===== src/rtl/nandSeqPkg.sv =====
package nandSeqPkg;

  localparam int COL_W      = 10;
  localparam int LAST_COL   = 527;
  localparam int SPARE_BASE = 512;
  localparam int UPPER_BASE = 256;

  typedef enum logic [1:0] {
    REGION_LOWER = 2'd0,
    REGION_UPPER = 2'd1,
    REGION_SPARE = 2'd2
  } region_t;

  typedef enum logic [1:0] {
    SEQ_IDLE  = 2'd0,
    SEQ_ADDR  = 2'd1,
    SEQ_BUSY  = 2'd2,
    SEQ_READY = 2'd3
  } seqState_t;

  // Strobes from control to the pointer datapath
  typedef struct packed {
    logic    ldCol;
    logic    ldRowLo;
    logic    ldRowHi;
    logic    incCol;
    logic    nextPage;
    region_t region;
  } seqStrobe_t;

  function automatic logic [COL_W-1:0] regionBase(input region_t r);
    case (r)
      REGION_UPPER: regionBase = COL_W'(UPPER_BASE);
      REGION_SPARE: regionBase = COL_W'(SPARE_BASE);
      default:      regionBase = '0;
    endcase
  endfunction

endpackage


===== src/rtl/nandPatternArray.sv =====
module nandPatternArray #(
  parameter int ROW_W = 7
) (
  input  logic [ROW_W-1:0]               rowAddr,
  input  logic [nandSeqPkg::COL_W-1:0]   colAddr,
  output logic [7:0]                     cellByte
);
  logic [15:0] rowExt;
  logic [7:0]  regionMask;

  assign rowExt     = 16'(rowAddr);
  // column bits 9:8 tag the quarter of the page in the top two data bits
  assign regionMask = {colAddr[9:8], 6'b0};
  assign cellByte   = colAddr[7:0] ^ regionMask ^ rowExt[7:0];
endmodule


===== src/rtl/nandSeqDatapath.sv =====
module nandSeqDatapath
  import nandSeqPkg::*;
#(
  parameter int PAGES_PER_BLOCK = 32,
  parameter int BLOCKS          = 4
) (
  input  logic                 clk,
  input  logic                 rstN,
  input  seqStrobe_t           strb,
  input  logic [7:0]           busByte,
  output logic [COL_W-1:0]     colAddr,
  output logic [$clog2(PAGES_PER_BLOCK*BLOCKS)-1:0] rowAddr,
  output logic                 lastCol,
  output logic                 lastPage
);
  localparam int PAGE_W = $clog2(PAGES_PER_BLOCK);
  localparam int ROW_W  = $clog2(PAGES_PER_BLOCK*BLOCKS);

  logic [7:0]  rowLo;
  logic [15:0] rowFull;

  assign rowFull  = {busByte, rowLo};
  assign lastCol  = (colAddr == COL_W'(LAST_COL));
  assign lastPage = (rowAddr[PAGE_W-1:0] == PAGE_W'(PAGES_PER_BLOCK-1));

  always_ff @(posedge clk) begin
    if (!rstN) begin
      colAddr <= '0;
      rowAddr <= '0;
      rowLo   <= '0;
    end else begin
      if (strb.ldCol) begin
        case (strb.region)
          REGION_UPPER: colAddr <= {2'b01, busByte};
          REGION_SPARE: colAddr <= COL_W'(SPARE_BASE) + COL_W'(busByte[3:0]);
          default:      colAddr <= {2'b00, busByte};
        endcase
      end else if (strb.incCol) begin
        colAddr <= colAddr + 1'b1;
      end else if (strb.nextPage) begin
        colAddr <= regionBase(strb.region);
      end
      if (strb.ldRowLo) rowLo <= busByte;
      if (strb.ldRowHi) rowAddr <= rowFull[ROW_W-1:0];
      else if (strb.nextPage) rowAddr <= rowAddr + 1'b1;
    end
  end

  AST_COL_STEP: assert property (@(posedge clk) disable iff (!rstN)
    strb.incCol |=> colAddr == $past(colAddr) + 1'b1);
  AST_COL_CEILING: assert property (@(posedge clk) disable iff (!rstN)
    colAddr <= COL_W'(LAST_COL));
  AST_ROW_STEP: assert property (@(posedge clk) disable iff (!rstN)
    strb.nextPage |=> rowAddr == $past(rowAddr) + 1'b1);
endmodule


===== src/rtl/nandSeqCtrl.sv =====
module nandSeqCtrl
  import nandSeqPkg::*;
#(
  parameter int BUSY_CYCLES = 8
) (
  input  logic       clk,
  input  logic       rstN,
  input  logic       chipSelN,
  input  logic       cmdSel,
  input  logic       addrSel,
  input  logic       wrPulse,
  input  logic       rdEnN,
  input  logic [7:0] busByte,
  input  logic       lastCol,
  input  logic       lastPage,
  output seqStrobe_t strb,
  output logic       devReady,
  output logic       streaming
);
  localparam int BUSY_W = $clog2(BUSY_CYCLES + 1);

  seqState_t   state;
  region_t     region;
  logic [1:0]  addrIdx;
  logic [BUSY_W-1:0] busyCnt;
  logic        armed;
  logic        cmdEv, readCmd, addrEv, advance;

  assign cmdEv   = wrPulse && !chipSelN && cmdSel && !addrSel;
  assign readCmd = cmdEv && (busByte == 8'h00 || busByte == 8'h01 || busByte == 8'h50);
  assign addrEv  = wrPulse && !chipSelN && addrSel && !cmdSel && (state == SEQ_ADDR);
  // a read command on the same edge wins over the strobe
  assign advance = armed && rdEnN && (state == SEQ_READY) && !readCmd;

  assign devReady  = (state != SEQ_BUSY);
  assign streaming = (state == SEQ_READY);

  always_comb begin
    strb        = '0;
    strb.region = region;
    if (addrEv) begin
      strb.ldCol   = (addrIdx == 2'd0);
      strb.ldRowLo = (addrIdx == 2'd1);
      strb.ldRowHi = (addrIdx == 2'd2);
    end
    if (advance) begin
      strb.incCol   = !lastCol;
      strb.nextPage = lastCol && !lastPage;
    end
  end

  always_ff @(posedge clk) begin
    if (!rstN) begin
      state   <= SEQ_IDLE;
      region  <= REGION_LOWER;
      addrIdx <= '0;
      busyCnt <= '0;
      armed   <= 1'b0;
    end else begin
      armed <= streaming && !chipSelN && !rdEnN;
      if (readCmd) begin
        case (busByte)
          8'h00:   region <= REGION_LOWER;
          8'h50:   region <= REGION_SPARE;
          default: if (region != REGION_SPARE) region <= REGION_UPPER;
        endcase
        state   <= SEQ_ADDR;
        addrIdx <= '0;
      end else begin
        case (state)
          SEQ_ADDR: if (addrEv) begin
            if (addrIdx == 2'd2) begin
              state   <= SEQ_BUSY;
              busyCnt <= BUSY_W'(BUSY_CYCLES - 1);
            end else begin
              addrIdx <= addrIdx + 1'b1;
            end
          end
          SEQ_BUSY: begin
            if (busyCnt == '0) state <= SEQ_READY;
            else busyCnt <= busyCnt - 1'b1;
          end
          SEQ_READY: if (advance && lastCol) begin
            if (lastPage) state <= SEQ_IDLE;
            else begin
              state   <= SEQ_BUSY;
              busyCnt <= BUSY_W'(BUSY_CYCLES - 1);
            end
          end
          default: ;
        endcase
      end
    end
  end

  AST_BUSY_BOUND: assert property (@(posedge clk) disable iff (!rstN)
    (state == SEQ_BUSY) |-> busyCnt < BUSY_W'(BUSY_CYCLES));
  AST_PAGE_WRAP: assert property (@(posedge clk) disable iff (!rstN)
    (advance && lastCol && !lastPage) |=> !devReady);
  AST_BLOCK_STOP: assert property (@(posedge clk) disable iff (!rstN)
    (advance && lastCol && lastPage) |=> devReady && !streaming);
  AST_SPARE_KEPT: assert property (@(posedge clk) disable iff (!rstN)
    (region == REGION_SPARE && !(readCmd && busByte == 8'h00)) |=> region == REGION_SPARE);
endmodule


===== src/rtl/nandPageReader.sv =====
module nandPageReader
  import nandSeqPkg::*;
#(
  parameter int PAGES_PER_BLOCK = 32,
  parameter int BLOCKS          = 4,
  parameter int BUSY_CYCLES     = 8
) (
  input  logic       clk,
  input  logic       rstN,
  input  logic       chipSelN,
  input  logic       cmdSel,
  input  logic       addrSel,
  input  logic       wrPulse,
  input  logic       rdEnN,
  input  logic [7:0] ioIn,
  output logic [7:0] ioOut,
  output logic       ioOe,
  output logic       devReady
);
  localparam int ROW_W = $clog2(PAGES_PER_BLOCK*BLOCKS);

  seqStrobe_t       strb;
  logic             streaming, lastCol, lastPage;
  logic [COL_W-1:0] colAddr;
  logic [ROW_W-1:0] rowAddr;
  logic [7:0]       cellByte;

  nandSeqCtrl #(.BUSY_CYCLES(BUSY_CYCLES)) ctrl_i (
    .clk(clk), .rstN(rstN), .chipSelN(chipSelN), .cmdSel(cmdSel),
    .addrSel(addrSel), .wrPulse(wrPulse), .rdEnN(rdEnN), .busByte(ioIn),
    .lastCol(lastCol), .lastPage(lastPage), .strb(strb),
    .devReady(devReady), .streaming(streaming)
  );

  nandSeqDatapath #(.PAGES_PER_BLOCK(PAGES_PER_BLOCK), .BLOCKS(BLOCKS)) dp_i (
    .clk(clk), .rstN(rstN), .strb(strb), .busByte(ioIn),
    .colAddr(colAddr), .rowAddr(rowAddr), .lastCol(lastCol), .lastPage(lastPage)
  );

  nandPatternArray #(.ROW_W(ROW_W)) arr_i (
    .rowAddr(rowAddr), .colAddr(colAddr), .cellByte(cellByte)
  );

  assign ioOe  = streaming && !chipSelN && !rdEnN;
  assign ioOut = ioOe ? cellByte : 8'h00;

  AST_BUSY_QUIET: assert property (@(posedge clk) disable iff (!rstN)
    !devReady |-> !ioOe);
  AST_SPARE_REGION: assert property (@(posedge clk) disable iff (!rstN)
    (streaming && strb.region == REGION_SPARE) |-> colAddr >= COL_W'(SPARE_BASE));
endmodule


===== config.mk =====
export PLATFORM = sky130hd
export DESIGN_NAME = nandPageReader
export DESIGN_NICKNAME = d
export VERILOG_FILES = /design/src/rtl/nandSeqPkg.sv /design/src/rtl/nandPatternArray.sv /design/src/rtl/nandSeqDatapath.sv /design/src/rtl/nandSeqCtrl.sv /design/src/rtl/nandPageReader.sv
export SDC_FILE = /design/constraint.sdc
export NUM_CORES = 1
export LEC_CHECK = 0
export BUFFER_PORTS_ARGS = -buffer_cell sky130_fd_sc_hd__clkbuf_2
export CAP_MARGIN = 5
export CORE_MARGIN = 2
export CORE_UTILIZATION = 59
export CTS_CLUSTER_DIAMETER = 200
export CTS_CLUSTER_SIZE = 40
export DETAILED_ROUTE_END_ITERATION = 6
export HOLD_SLACK_MARGIN = 0.03
export PLACE_DENSITY_LB_ADDON = 0.05
export SYNTH_ARGS = -nofsm -noshare
export SYNTH_HDL_FRONTEND = slang
export SYNTH_HIERARCHICAL = 1
export SYNTH_SLANG_ARGS = --single-unit

===== constraint.sdc =====
create_clock -name clk -period 3.3 [get_ports clk]
set_clock_uncertainty 0.2 [all_clocks]
set_input_delay 0.99 -clock clk [delete_from_list [all_inputs] [get_ports clk]]
set_output_delay 0.99 -clock clk [all_outputs]
set_load 0.01 [all_outputs]

### Word-level counts from Yosys, hierarchy flattened

Cells that the tools add are included.

| operators by class | value |
|---|---|
| add/sub/neg operators | 5 |
| bitwise operators | 5 |
| reductions and logical operators | 37 |
| equal/unequal tests | 23 |
| multiplexer cells | 25 |

Operator list:

| operator | count |
|---|---|
| $pmux 10 s2 | 2 |
| $mux 10 | 3 |
| $mux 4 | 5 |
| $logic_and 1x1->1 | 14 |
| $mux 2 | 7 |
| $mux 7 | 2 |
| $ne 2x2->1 const B | 6 |
| $pmux 4 s3 | 1 |
| $add 10x1->10 const B | 1 |
| $add 10x4->10 const A | 1 |
| $eq 10x10->1 const B | 1 |
| $reduce_and 5->1 | 2 |
| $reduce_bool 3->1 | 3 |
| $eq 2x2->1 const B | 4 |
| $eq 8x1->1 const B | 1 |
| $eq 8x7->1 const B | 1 |
| $logic_not 8->1 | 1 |
| $mux 8 | 1 |
| $xor 8x7->8 | 1 |
| $xor 8x8->8 | 1 |
| $add 7x1->7 const B | 1 |
| $logic_not 1->1 | 7 |
| $reduce_and 7->1 | 1 |
| $eq 2x1->1 const B | 3 |
| 20 further kinds | 25 |

| word-level totals | value |
|---|---|
| register bits | 35 |
| output and inout bits | 10 |
| input port bits | 15 |
| word-level logic and storage cells | 104 |

### Longest topological paths before layout

| depth | value |
|---|---|
| depth in word-level cells | 11 |
| depth in mapped cells | 10 |
| depth with buffers taken out | 9 |

### Cells and area by module

The synthesis kept the hierarchy.

By module, submodules not included:

| module | instances | cells each | area each (sq um) | sequential area each (sq um) |
|---|---|---|---|---|
| nandSeqDatapath | 1 | 148 | 1310.0 | 480.5 |
| nandSeqCtrl | 1 | 97 | 907.1 | 220.2 |
| nandPageReader | 1 | 9 | 107.6 | 0.0 |
| nandPatternArray | 1 | 8 | 85.1 | 0.0 |

### Worst setup path before layout

Ideal clock, no wire load.

| path | value |
|---|---|
| path type | input port to flip-flop |
| from | in ioIn[6] |
| to | reg dp_i.colAddr[3] |
| path slack | 0.260 ns |
| path buffers | 1 |
| setup time | 0.128 ns |
| stages | 8 |
| data required time | 2.972 ns |
| data arrival time | 2.712 ns |
| cell sequence | and3b_1 -> o2111a_2 -> nor4_1 -> buf_2 -> nor3_2 -> a21o_1 -> a221oi_1 -> nor2_1 |

RTL lines:

| item | line | source |
|---|---|---|
| start, declared | nandPageReader.sv:15 | `input logic [7:0] ioIn,` |
| end signal, assigned | nandSeqDatapath.sv:34 | `REGION_UPPER: colAddr <= {2'b01, busByte};` |
| end signal, assigned | nandSeqDatapath.sv:35 | `REGION_SPARE: colAddr <= COL_W'(SPARE_BASE) + COL_W'(busByte[3:0]);` |
| end signal, assigned | nandSeqDatapath.sv:36 | `default: colAddr <= {2'b00, busByte};` |
| end, declared | nandSeqDatapath.sv:11 | `output logic [COL_W-1:0] colAddr,` |

### Worst setup path after layout

| path | value |
|---|---|
| from | in rdEnN |
| to | out ioOut[3] |

| on the way | value |
|---|---|
| word-level cells in the longest chain between the ends | 3 |

Ends and longest elaborated chain:

| item | line | source |
|---|---|---|
| start, declared | nandPageReader.sv:14 | `input logic rdEnN,` |
| $logic_not 1->1 | nandPageReader.sv:44 | `assign ioOe = streaming && !chipSelN && !rdEnN;` |
| $logic_and 1x1->1 | nandPageReader.sv:44 |  |
| $mux 8 | nandPageReader.sv:45 | `assign ioOut = ioOe ? cellByte : 8'h00;` |
| end, declared | nandPageReader.sv:16 | `output logic [7:0] ioOut,` |

No other way between the ends.

==> run metrics <==
first-pass GRT wire length=9680 um; vias in the first global route=1,963; routed vias/inst=6.34; slowest stage delay, CP=370 ps; Sequential Power Share=41.1%; CP Max Fanout=14; CP top delay family=simple AND/OR/NAND/NOR gates; share of cells above drive strength 1=24.2%; Tmin final=2900 ps; # setup viols final=0; path category of the worst min-delay check=reg2reg; unrepaired setup endpoints after global routing=no; synthesis-stage register bit count=35; Final Cell Area=2750 sq um; YS warnings=6; Critical Path Most Common Cell=clkbuf_2; Net Sw Frac=30.7%; Hold Violations, Final=0; site row count=23; Req. time, crit path=2110 ps; Clk pwr share=34.2%; vias post-DR=2,207; total gr overflow=0; ys flop type=dfxtp_1; CTS max path bufs=2; MaxCap Viol Count=0; Distinct cells, synth=66; largest net degree at the start of global routing=20; DRC=0; Total Wirelength=6080 um; WP buf/inv=2; Total GRT Usage=28.1%; placed inst area=2650 sq um; Clock Sinks=35; Peak Freq=0.345 GHz; Slew Viols, Final=0; hold_buf cts=0; Post-synth EDFFs=0; CP Cell Sequence=clkbuf_2, and4bb_2, clkbuf_2; Nets=327; drt pass-1 iters=5; core box area=3970 sq um; initial antenna violation count=0; postcts setup bufs=0; CTS tree=built; Total Power=1.13 mW; H-tree depth=2; Slew headroom=62.4%; num ports=25; post-cts resize count=0; Mapped Area=2410 sq um; TritonCTS Buffers=5; Hold Slack=299 ps; Worst VDD drop=0.000311 V; Async SR Flop Fraction=0%; number of inserted diodes=0; Worst Setup End Kind=output pin; Post-Route Setup TNS=0 ps; syn_nets=291; initial DRC count=182; sequential share of the synthesized area=29.1%; worst slew pin tran=563 ps; period utilization=87.8%; gate count after technology mapping=262; WP data arrival=1710 ps; crit start category=input pin; Logic pwr share=24.7%; Critical-path top delay cell=and4bb_2; clock root buffer=clkbuf_8; gp weighted congestion=0.843; DIE WIDTH=67.9 um; clock slew seen by the registers of the worst setup and hold paths=70 ps; Mean Syn Cell Area=9.20 sq um; Psw=346 uW; internal power=783 uW; Die Area=4610 sq um; Cell Pwr Density=410 nW/um^2; DR WL/cell=17.5 um; worst-skew pair later-pin latency=290 ps; LEAKAGE=1.15 nW; Layout area overhead=14.3%; status=complete, no violations; DP Wirelength=4500 um; Die H=67.9 um; Routed Antenna Nets=0; Initial Utilization=60.7%; WS Path Type=in2out; Buffers on Ports=24
## cells in the mapped netlist, types with 4 or more instances
cell | number | area share [%]
a21oi_1 | 14 | 2.9
o21ai_0 | 10 | 2.1
nand3_1 | 6 | 1.2
nor2_1 | 22 | 3.4
inv_1 | 16 | 2.5
nand2_1 | 12 | 1.9
and4bb_2 | 8 | 4.2
xor2_1 | 12 | 4.4
or3_1 | 4 | 1.0
nor3_1 | 4 | 0.83
dfxtp_1 | 35 | 29
ha_1 | 14 | 7.3
xnor2_1 | 4 | 1.5
a31oi_1 | 4 | 1.0
mux2i_1 | 12 | 5.0
nor2b_1 | 6 | 1.6
nand4_1 | 9 | 2.3
and3_1 | 6 | 1.6
## per-layer routing
metal / up-vias / global-route usage [%] / part of all wire (%)
met5: - / 0 / 0
met4: 0 / 10.3 / 2.1
met3: 18 / 6.25 / 4.9
met2: 77 / 42.5 / 46
met1: 1057 / 39.1 / 47
li1: 1055 / - / -
## tightest hold or removal path, stage by stage (launching register included)
cell	delay, ps
dfxtp_1	330
a21oi_1	60
nor2_1	70
## layout make-up
class	instances	area (sq um)
clock buffers	5	68.8
multi-input cells	204	1620
well taps	50	62.6
inverters	17	63.8
clock inverters	2	37.5
fillers	342	1220
repair buffers	35	203
flip-flops and latches	35	701
## logic make-up (layout without fill, tap and decap cells)
| group | Yosys count | count (layout) | share of synthesized area [%] |
|---|---|---|---|
| AND/OR/NAND/NOR | 102 | 102 | 28.1 |
| AO/OA/AOI/OAI | 58 | 58 | 19.2 |
| flip-flops | 35 | 35 | 29.1 |
| buffers and inverters | 23 | 59 | 4.05 |
| XOR/XNOR | 17 | 17 | 6.80 |
| adder cells (fa/ha/maj) | 14 | 14 | 7.27 |
| multiplexers | 13 | 13 | 5.45 |
## worst paths after layout
kind	slack, ps	to	startpoint	cells after the start
worst min register to register	300	dp_i/rowAddr[1]$_SDFFE_PN0P_	dp_i/rowLo[1]$_SDFFE_PN0P_	2
worst min-delay path	300	dp_i/rowAddr[1]$_SDFFE_PN0P_	dp_i/rowLo[1]$_SDFFE_PN0P_	2
worst max register to register	590	dp_i/colAddr[7]$_SDFFE_PN0P_	dp_i/colAddr[0]$_SDFFE_PN0P_	10
worst max-delay path	400	ioOut[3]	rdEnN	3
## layout by cell type, fill, tap and decap left out, types with 2 or more instances in the layout
master    synthesis  layout
nor3_2            2       2
or3_1             4       4
a31oi_1           4       4
o21ai_0          10      10
or4_1             2       2
nand4_1           9       9
nor4_1            3       2
inv_1            16      16
clkbuf_2          0      24
a311oi_1          2       2
clkbuf_8          0       5
nand2_1          12      12
a21o_1            3       3
nor2_1           22      22
a21oi_1          14      14
nor2b_1           6       6
o21a_1            3       3
dfxtp_1          35      35
nor3b_1           3       3
ha_1             14      14
xor2_1           12      12
a221oi_1          2       2
o211a_1           2       2
buf_4             0      11
nand2b_1          2       2
nor3_1            4       4
nand3_1           6       6
xnor2_1           4       4
and3_1            6       6
mux2i_1          12      12
and4bb_2          8       8
## flip-flops by register name, indices dropped and copies added, names as in the netlist
| name | count |
|---|---|
| ctrl_i/armed | 1 |
| dp_i/rowLo | 7 |
| ctrl_i/region | 2 |
| ctrl_i/addrIdx | 2 |
| dp_i/rowAddr | 7 |
| dp_i/colAddr | 10 |
| ctrl_i/busyCnt | 4 |
| ctrl_i/state | 2 |
## per-stage QoR
step	instances	util, %	worst slack [ps]
after floorplan	262	-	260
after global placement	341	66.7	273
after detailed placement	341	66.7	281
after CTS	348	69.3	417
after global routing	348	69.3	351
final	348	69.3	404
## power by group through the flow
stage          registers [mW]  clock network (mW)  logic [mW]
2_1_floorplan           0.468                   0       0.203
3_3_place_gp            0.472                   0       0.272
3_5_place_dp            0.473                   0       0.274
4_1_cts                 0.463               0.395       0.275
5_1_grt                 0.468               0.406       0.305
6_report                0.464               0.386       0.279
Note: power is estimated with default switching activity, not from simulation.
